[src/rtl/audio_err_tracker.sv]
module audio_err_tracker #(
  parameter int SW = 16
) (
  input  logic                 clk,
  input  logic                 rst_n,
  input  logic                 cap_strobe,
  input  logic signed [SW-1:0] cap_l,
  input  logic signed [SW-1:0] cap_r,
  input  logic                 host_cap_rd,
  output logic signed [SW-1:0] cap_l_q,
  output logic signed [SW-1:0] cap_r_q,
  input  logic                 pb_wr,
  input  logic signed [SW-1:0] pb_l,
  input  logic signed [SW-1:0] pb_r,
  input  logic                 dac_strobe,
  input  logic                 zero_fill,
  output logic signed [SW-1:0] dac_l,
  output logic signed [SW-1:0] dac_r,
  input  logic                 cap_drq,
  input  logic                 pb_drq,
  input  logic                 cal_busy,
  input  logic                 rd_en,
  input  logic                 rd_sel,
  output logic [7:0]           rd_data
);
  localparam int FS  = 1 << (SW - 3);
  localparam int TLO = FS * 841 / 1000;
  localparam int THI = FS * 1189 / 1000;

  function automatic logic [1:0] grade(input logic signed [SW-1:0] s);
    logic [SW-1:0] a;
    a = s[SW-1] ? SW'(-s) : SW'(s);
    if (a < SW'(TLO))       grade = 2'd0;
    else if (a < SW'(FS))   grade = 2'd1;
    else if (a <= SW'(THI)) grade = 2'd2;
    else                    grade = 2'd3;
  endfunction

  logic cap_full, pb_full, cor, pur;
  logic [1:0] orl, orr;
  logic signed [SW-1:0] pb_hl, pb_hr, last_l, last_r;

  wire cap_take = cap_strobe & (~cap_full | host_cap_rd);
  wire ovr_evt  = cap_strobe & cap_full & ~host_cap_rd;
  wire unr_evt  = dac_strobe & ~pb_full;
  wire clr      = rd_en & ~rd_sel;

  always_ff @(posedge clk) begin
    if (!rst_n) begin
      cap_full <= 1'b0; pb_full <= 1'b0; cor <= 1'b0; pur <= 1'b0;
      orl <= 2'd0; orr <= 2'd0;
      cap_l_q <= '0; cap_r_q <= '0; pb_hl <= '0; pb_hr <= '0;
      last_l <= '0; last_r <= '0; dac_l <= '0; dac_r <= '0;
    end else begin
      if (cap_strobe) begin
        orl <= grade(cap_l);
        orr <= grade(cap_r);
      end
      if (cap_take) begin
        cap_l_q <= cap_l;
        cap_r_q <= cap_r;
      end
      cap_full <= cap_take | (cap_full & ~host_cap_rd);

      if (dac_strobe) begin
        if (pb_full) begin
          dac_l <= pb_hl; dac_r <= pb_hr;
          last_l <= pb_hl; last_r <= pb_hr;
        end else if (zero_fill) begin
          dac_l <= '0; dac_r <= '0;
        end else begin
          dac_l <= last_l; dac_r <= last_r;
        end
      end
      if (pb_wr) begin
        pb_hl <= pb_l; pb_hr <= pb_r;
      end
      pb_full <= pb_wr | (pb_full & ~dac_strobe);

      cor <= ovr_evt | (cor & ~clr);
      pur <= unr_evt | (pur & ~clr);
    end
  end

  wire [7:0] err_byte  = {cor, pur, cal_busy, cap_drq | pb_drq, orr, orl};
  wire [7:0] main_byte = {5'd0, pb_full, cap_full, cor | pur};
  assign rd_data = rd_sel ? err_byte : main_byte;


  ovr_keeps_old_chk: assert property (@(posedge clk) disable iff (!rst_n)
    cap_strobe && cap_full && !host_cap_rd |=> cor && cap_l_q == $past(cap_l_q) && cap_r_q == $past(cap_r_q));

  rd_and_cap_chk: assert property (@(posedge clk) disable iff (!rst_n)
    cap_strobe && host_cap_rd |=> cap_full && cap_l_q == $past(cap_l));

  sticky_hold_chk: assert property (@(posedge clk) disable iff (!rst_n)
    (cor || pur) && !clr |=> cor >= $past(cor) && pur >= $past(pur));

  main_rd_clear_chk: assert property (@(posedge clk) disable iff (!rst_n)
    clr && !cap_strobe && !dac_strobe |=> !cor && !pur);

  race_keep_chk: assert property (@(posedge clk) disable iff (!rst_n)
    clr && ovr_evt |=> cor);

  zero_fill_chk: assert property (@(posedge clk) disable iff (!rst_n)
    dac_strobe && !pb_full && zero_fill |=> dac_l == '0 && dac_r == '0 && pur);

  pb_consume_chk: assert property (@(posedge clk) disable iff (!rst_n)
    dac_strobe && pb_full && !pb_wr |=> !pb_full && dac_l == $past(pb_hl));
endmodule

[config.mk]
export PLATFORM = sky130hd
export DESIGN_NAME = audio_err_tracker
export DESIGN_NICKNAME = d
export VERILOG_FILES = /design/src/rtl/audio_err_tracker.sv
export SDC_FILE = /design/constraint.sdc
export NUM_CORES = 1
export LEC_CHECK = 0
export BUFFER_PORTS_ARGS = -buffer_cell sky130_fd_sc_hd__buf_2
export CELL_PAD_IN_SITES_DETAIL_PLACEMENT = 1
export CELL_PAD_IN_SITES_GLOBAL_PLACEMENT = 2
export CORE_UTILIZATION = 31
export DETAILED_ROUTE_END_ITERATION = 6
export MAX_ROUTING_LAYER = met4
export PLACE_DENSITY = 0.82
export SYNTH_ARGS = -nofsm -noshare
export SYNTH_HDL_FRONTEND = slang
export SYNTH_SLANG_ARGS = --single-unit
[constraint.sdc]
create_clock -name clk -period 3.4 [get_ports clk]
set_clock_uncertainty 0.2 [all_clocks]
set_input_delay 0.68 -clock clk [delete_from_list [all_inputs] [get_ports clk]]
set_output_delay 0.68 -clock clk [all_outputs]
set_load 0.02 [all_outputs]
# Word-level counts from Yosys, hierarchy flattened
# Cells that the tools add are included.
# W data, S select, Z words.
op_classes:
  n_reduce_logical: 1
  n_lt_le_gt_ge: 6
  n_addsub: 2
  muxes: 13
  bitwise: 22
ops:
  columns: ["op", "count"]
  rows:
  - ["$mux W16", 6]
  - ["$le A16 B14 Y1 const B", 2]
  - ["$lt A16 B13 Y1 const B", 2]
  - ["$lt A16 B14 Y1 const B", 2]
  - ["$neg A16 Y16", 2]
  - ["$and A1 B1 Y1", 9]
  - ["$mux W2", 4]
  - ["$mux W8", 1]
  - ["$or A1 B1 Y1", 7]
  - ["$not A1 Y1", 6]
  - ["$mux W1", 2]
  - ["$reduce_and A2 Y1", 1]
word_totals:
  ff_bits: 136
  word_cells: 58

# Depth between registers and ports, before layout
logic_depth:
  depth_word: 6
  depth_mapped: 7
  depth_no_buf: 6

# Least setup slack after synthesis
# Ideal clock, no wire load.
synth_timing:
  path_kind: "input -> register"
  start: "input port cap_r[0]"
  end: "register orr[0]"
  path_buffers: 1
  setup_ps: 122
  cell_stages: 7
  t_arrival_ps: 2413
  slack_ps: 666
  path_cell_list: "or4_4 -> buf_6 -> or4_4 -> nand2_2 -> and3_1 -> o21ai_1 -> o311a_1"
synth_via:
  elab_chain_cells: 6
synth_lines:
  columns: ["item", "line_no", "text"]
  rows:
  - ["start: declaration", "8", "input logic signed [SW-1:0] cap_r,"]
  - ["$neg A16 Y16", "32", "a = s[SW-1] ? SW'(-s) : SW'(s);"]
  - ["$mux W16 (*)", "32", null]
  - ["$le A16 B14 Y1", "35", "else if (a <= SW'(THI)) grade = 2'd2;"]
  - ["$mux W1", "35", null]
  - ["$mux W2", "34", "else if (a < SW'(FS)) grade = 2'd1;"]
  - ["$mux W2 (*)", "33", "if (a < SW'(TLO)) grade = 2'd0;"]
  - ["end signal: assignment", "57", "orr <= grade(cap_r);"]
  - ["end: declaration", "40", "logic [1:0] orl, orr;"]
# Every way passes the cells marked *; elsewhere a longest branch is shown, timed or not.
# A chain may end at the register's enable or synchronous reset.

# Worst setup path in the final report
layout_timing:
  start: "register pb_full"
  end: "output port rd_data[2]"
layout_via:
  elab_chain_cells: 1
layout_lines:
  columns: ["item", "line_no", "text"]
  rows:
  - ["start: declaration", "39", "logic cap_full, pb_full, cor, pur;"]
  - ["start signal: assignment", "78", "pb_full <= pb_wr | (pb_full & ~dac_strobe);"]
  - ["$mux W8", "87", "assign rd_data = rd_sel ? err_byte : main_byte;"]
  - ["end: declaration", "24", "output logic [7:0] rd_data"]
# No other way between the ends.

==> metrics.txt <==
# TYPE chip_impl_metric gauge
chip_impl_info{name="outcome",value="completed"} 1
chip_impl_metric{name="setup_total_negative_slack",unit="ns"} 0
chip_impl_metric{name="share_of_the_synthesized_area_in_compound_gates_ao_oa_aoi_oai",unit="%"} 23.69
chip_impl_metric{name="max_freq",unit="GHz"} 0.3947
chip_impl_metric{name="synthSimpleGateAreaFrac",unit="%"} 20.23
chip_impl_metric{name="leakage",unit="nW"} 3.398
chip_impl_metric{name="avgViaCountPerCell",unit=""} 4.907
chip_impl_metric{name="postSynth.asyncResetShare",unit="%"} 0
chip_impl_metric{name="ctsLongestPathBuffers",unit=""} 2
chip_impl_metric{name="stdcell_count",unit=""} 1123
chip_impl_metric{name="path_max_fanout",unit=""} 24
chip_impl_metric{name="standard_cell_rows",unit=""} 51
chip_impl_info{name="min-delay-path-class",value="reg2reg"} 1
chip_impl_metric{name="ys.warnings.count",unit=""} 0
chip_impl_metric{name="multi_input_comb_area",unit="um2"} 3103
chip_impl_metric{name="postCtsSetupBuffers",unit=""} 0
chip_impl_metric{name="initial_utilization",unit="%"} 31.81
chip_impl_metric{name="worst-path-buf-inv",unit=""} 2
chip_impl_metric{name="ant_nets",unit=""} 0
chip_impl_metric{name="final_util",unit="%"} 40.05
chip_impl_metric{name="required",unit="ns"} 2.52
chip_impl_metric{name="storage_cell_area",unit="um2"} 2724
chip_impl_info{name="worst_path_dominant_cell_family",value="flip-flops"} 1
chip_impl_metric{name="die_area",unit="um2"} 20610
chip_impl_metric{name="grt_first_pass_wirelength",unit="um"} 28580
chip_impl_metric{name="finalHoldWorstSlack",unit="ns"} 0.2595
chip_impl_metric{name="h-tree-depth",unit=""} 4
chip_impl_metric{name="groute.usage.overall",unit="%"} 18.36
chip_impl_metric{name="wl_per_cell",unit="um"} 15.54
chip_impl_metric{name="layout-area-overhead-vs-synth",unit="%"} 25.91
chip_impl_metric{name="avgSynthCellArea",unit="um2"} 8.602
chip_impl_metric{name="finalCriticalPeriod",unit="ns"} 2.534
chip_impl_metric{name="timing_worst_slew_pin_value",unit="ns"} 0.7346
chip_impl_metric{name="finalMaxSlewViolations",unit=""} 0
chip_impl_info{name="worstSetupPathType",value="reg2out"} 1
chip_impl_metric{name="coreArea",unit="um2"} 19530
chip_impl_metric{name="worst_setup_hold_path_clk_slew",unit="ns"} 0.06
chip_impl_info{name="clock_tree_from_tritoncts",value="yes"} 1
chip_impl_metric{name="report.power.total",unit="mW"} 4.236
chip_impl_metric{name="routability_congestion",unit=""} 0.8219
chip_impl_metric{name="final_hold_viol_count",unit=""} 0
chip_impl_metric{name="placed_cells",unit=""} 1092
chip_impl_metric{name="io_pins",unit=""} 148
chip_impl_metric{name="first_drt_iteration_drcs",unit=""} 282
chip_impl_metric{name="max_cap_violations",unit=""} 0
chip_impl_metric{name="fillCellCount",unit=""} 2380
chip_impl_metric{name="cts_resized",unit=""} 0
chip_impl_metric{name="grt-ovfl-total",unit=""} 0
chip_impl_metric{name="synth_enable_flop_cells",unit=""} 0
chip_impl_metric{name="yosys-mux-area-fraction",unit="%"} 5.862
chip_impl_metric{name="synth_xor_area_share",unit="%"} 0.1410
chip_impl_info{name="mostFrequentLayoutCells",value="nand2_1, buf_2, dfxtp_1"} 1
chip_impl_metric{name="synth_fp_nets",unit=""} 798
chip_impl_metric{name="yosys.area_share.adder",unit="%"} 0
chip_impl_metric{name="port_buffers",unit=""} 147
chip_impl_metric{name="setup_violations",unit=""} 0
chip_impl_info{name="setup_repair_after_global_routing_missed_its_margin",value="no"} 1
chip_impl_metric{name="first_global_vias",unit=""} 5485
chip_impl_metric{name="tritoncts.num_buffers",unit=""} 17
chip_impl_metric{name="synth_cell_type_count",unit=""} 57
chip_impl_metric{name="maximum_number_of_pins_on_one_net_before_global_route_repair",unit=""} 73
chip_impl_metric{name="antenna_violations_before_repair",unit=""} 1
chip_impl_metric{name="route.final.wire_length",unit="um"} 17450
chip_impl_metric{name="power.ir.vdd_worst",unit="uV"} 337.0
chip_impl_metric{name="arrival",unit="ns"} 1.65
chip_impl_metric{name="synth_cells",unit=""} 722
chip_impl_metric{name="post_synth_instance_area",unit="um2"} 6211
chip_impl_metric{name="power_density",unit="nW/um2"} 541.7
chip_impl_info{name="synthFlopType",value="dfxtp_1"} 1
chip_impl_metric{name="place_hpwl",unit="um"} 11620
chip_impl_info{name="crit_path_start_kind",value="flip-flop"} 1
chip_impl_metric{name="layout-drive-gt1-share",unit="%"} 23.57
chip_impl_info{name="commonest_non_fill_non_tap_cell_in_the_layout",value="nand2_1"} 1
chip_impl_metric{name="timing.max_slew.rel_slack",unit="%"} 51.03
chip_impl_metric{name="die_h",unit="um"} 143.5
chip_impl_metric{name="drt-pass1-iter-count",unit=""} 4
chip_impl_info{name="end_kind",value="output port"} 1
chip_impl_metric{name="chipWidth",unit="um"} 143.5
chip_impl_metric{name="detail_route.drc_violations",unit=""} 0
chip_impl_info{name="timing.critical_path.slowest_stage_cell",value="dfxtp_2"} 1
chip_impl_metric{name="worst_skew_pair.late_latency",unit="ns"} 0.42
chip_impl_info{name="synth_top_family_by_area",value="compound AO/OA/AOI/OAI gates"} 1
chip_impl_metric{name="ys_seq_elements",unit=""} 136
chip_impl_metric{name="num-nets-final",unit=""} 922
chip_impl_metric{name="tritoncts_num_sinks",unit=""} 136
chip_impl_metric{name="seq_area_frac_synth",unit="%"} 43.84
chip_impl_info{name="worstPathCellList",value="buf_4 > mux2_2 > buf_2"} 1
chip_impl_metric{name="worst_path_largest_cell_delay",unit="ns"} 0.52
chip_impl_info{name="clock-root-buffer",value="clkbuf_16"} 1
chip_impl_metric{name="dr_total_vias",unit=""} 5511
chip_impl_metric{name="holdBufCountCts",unit=""} 0
chip_impl_metric{name="timing.final.crit_share",unit="%"} 74.52
-- stage by stage --
| step | cell area [um2] | setup WS [ns] |
|---|---|---|
| 2_1_floorplan | 6211 | 0.6655 |
| 3_3_place_gp | 7179 | 0.5216 |
| 3_5_place_dp | 7179 | 0.5148 |
| 4_1_cts | 7818 | 0.8360 |
| 5_1_grt | 7820 | 0.7802 |
| 6_report | 7820 | 0.8663 |
-- area by class of cell --
| class | instances | area share, % |
|---|---|---|
| tap | 265 | 4.240 |
| sequential | 136 | 34.83 |
| multi-input combinational | 495 | 39.68 |
| clock buffer | 19 | 5.664 |
| antenna | 1 | 0.03200 |
| inverter | 36 | 1.728 |
| clock inverter | 11 | 2.496 |
| timing repair buffer | 160 | 11.33 |
-- sequential cells by signal, summed over array words and instances, names as in the netlist, 2 cells and up --
signal   count
dac_r       16
cap_l_q     16
cap_r_q     16
orr          2
pb_hr       16
last_r      16
pb_hl       16
last_l      16
orl          2
dac_l       16
-- synthesized netlist by cell type (3+ instances only) --
cell	count	area share [%]
nor2b_1	38	3.8
nor4_1	3	0.30
o211a_1	33	5.3
or3_1	3	0.30
dfxtp_1	136	44
a31oi_1	4	0.40
inv_1	36	2.2
and2_1	6	0.60
nand2_1	175	11
o21ai_0	9	0.73
nand2b_1	4	0.40
a21oi_1	10	0.81
nor2_1	15	0.91
o21a_1	4	0.48
nand3_1	5	0.40
mux2_2	3	0.54
nor3_1	7	0.56
mux2i_1	33	5.3
o31ai_1	3	0.36
clkbuf_1	49	3.0
and3_1	3	0.30
o311ai_0	32	4.5
a21boi_0	64	7.7
-- power breakdown --
part	total, mW	internal, mW	switching [mW]	leakage (nW)
clock network	2.02	1.32	0.705	0.302
logic	0.495	0.193	0.302	1.98
registers	1.72	1.67	0.0469	1.12
-- logic make-up (layout without fill, tap and decap cells) --
group                  after synthesis  after routing
flip-flops                         136            136
other                                0              1
buffers and inverters               91            226
multiplexers                        36             36
AND/OR/NAND/NOR                    274            274
AO/OA/AOI/OAI                      184            184
XOR/XNOR                             1              1
-- per-layer routing --
metal	up-vias	track usage, %	part of all wire (%)
met5	-	-	0
met4	0	6.831	1.6
met3	20	3.132	2.9
met2	80	30.02	48
met1	2655	22.62	48
li1	2756	-	-
-- tightest hold or removal path, cell delays in order (launching register included) --
cell and delay, ns:
dfxtp_1 0.30, nand2_1 0.04, a21boi_0 0.06
-- final timing paths --
kind | start | endpoint | slack (ns) | cells past startpoint
max reg2reg | pb_full$_SDFF_PN0_ | last_l[11]$_SDFFE_PN0P_ | 1.29 | 5
min | cap_l_q[12]$_SDFFE_PN0P_ | cap_l_q[12]$_SDFFE_PN0P_ | 0.26 | 2
max | pb_full$_SDFF_PN0_ | rd_data[2] | 0.87 | 3
min reg2reg | cap_l_q[12]$_SDFFE_PN0P_ | cap_l_q[12]$_SDFFE_PN0P_ | 0.26 | 2
Note: power is estimated with default switching activity, not from simulation.
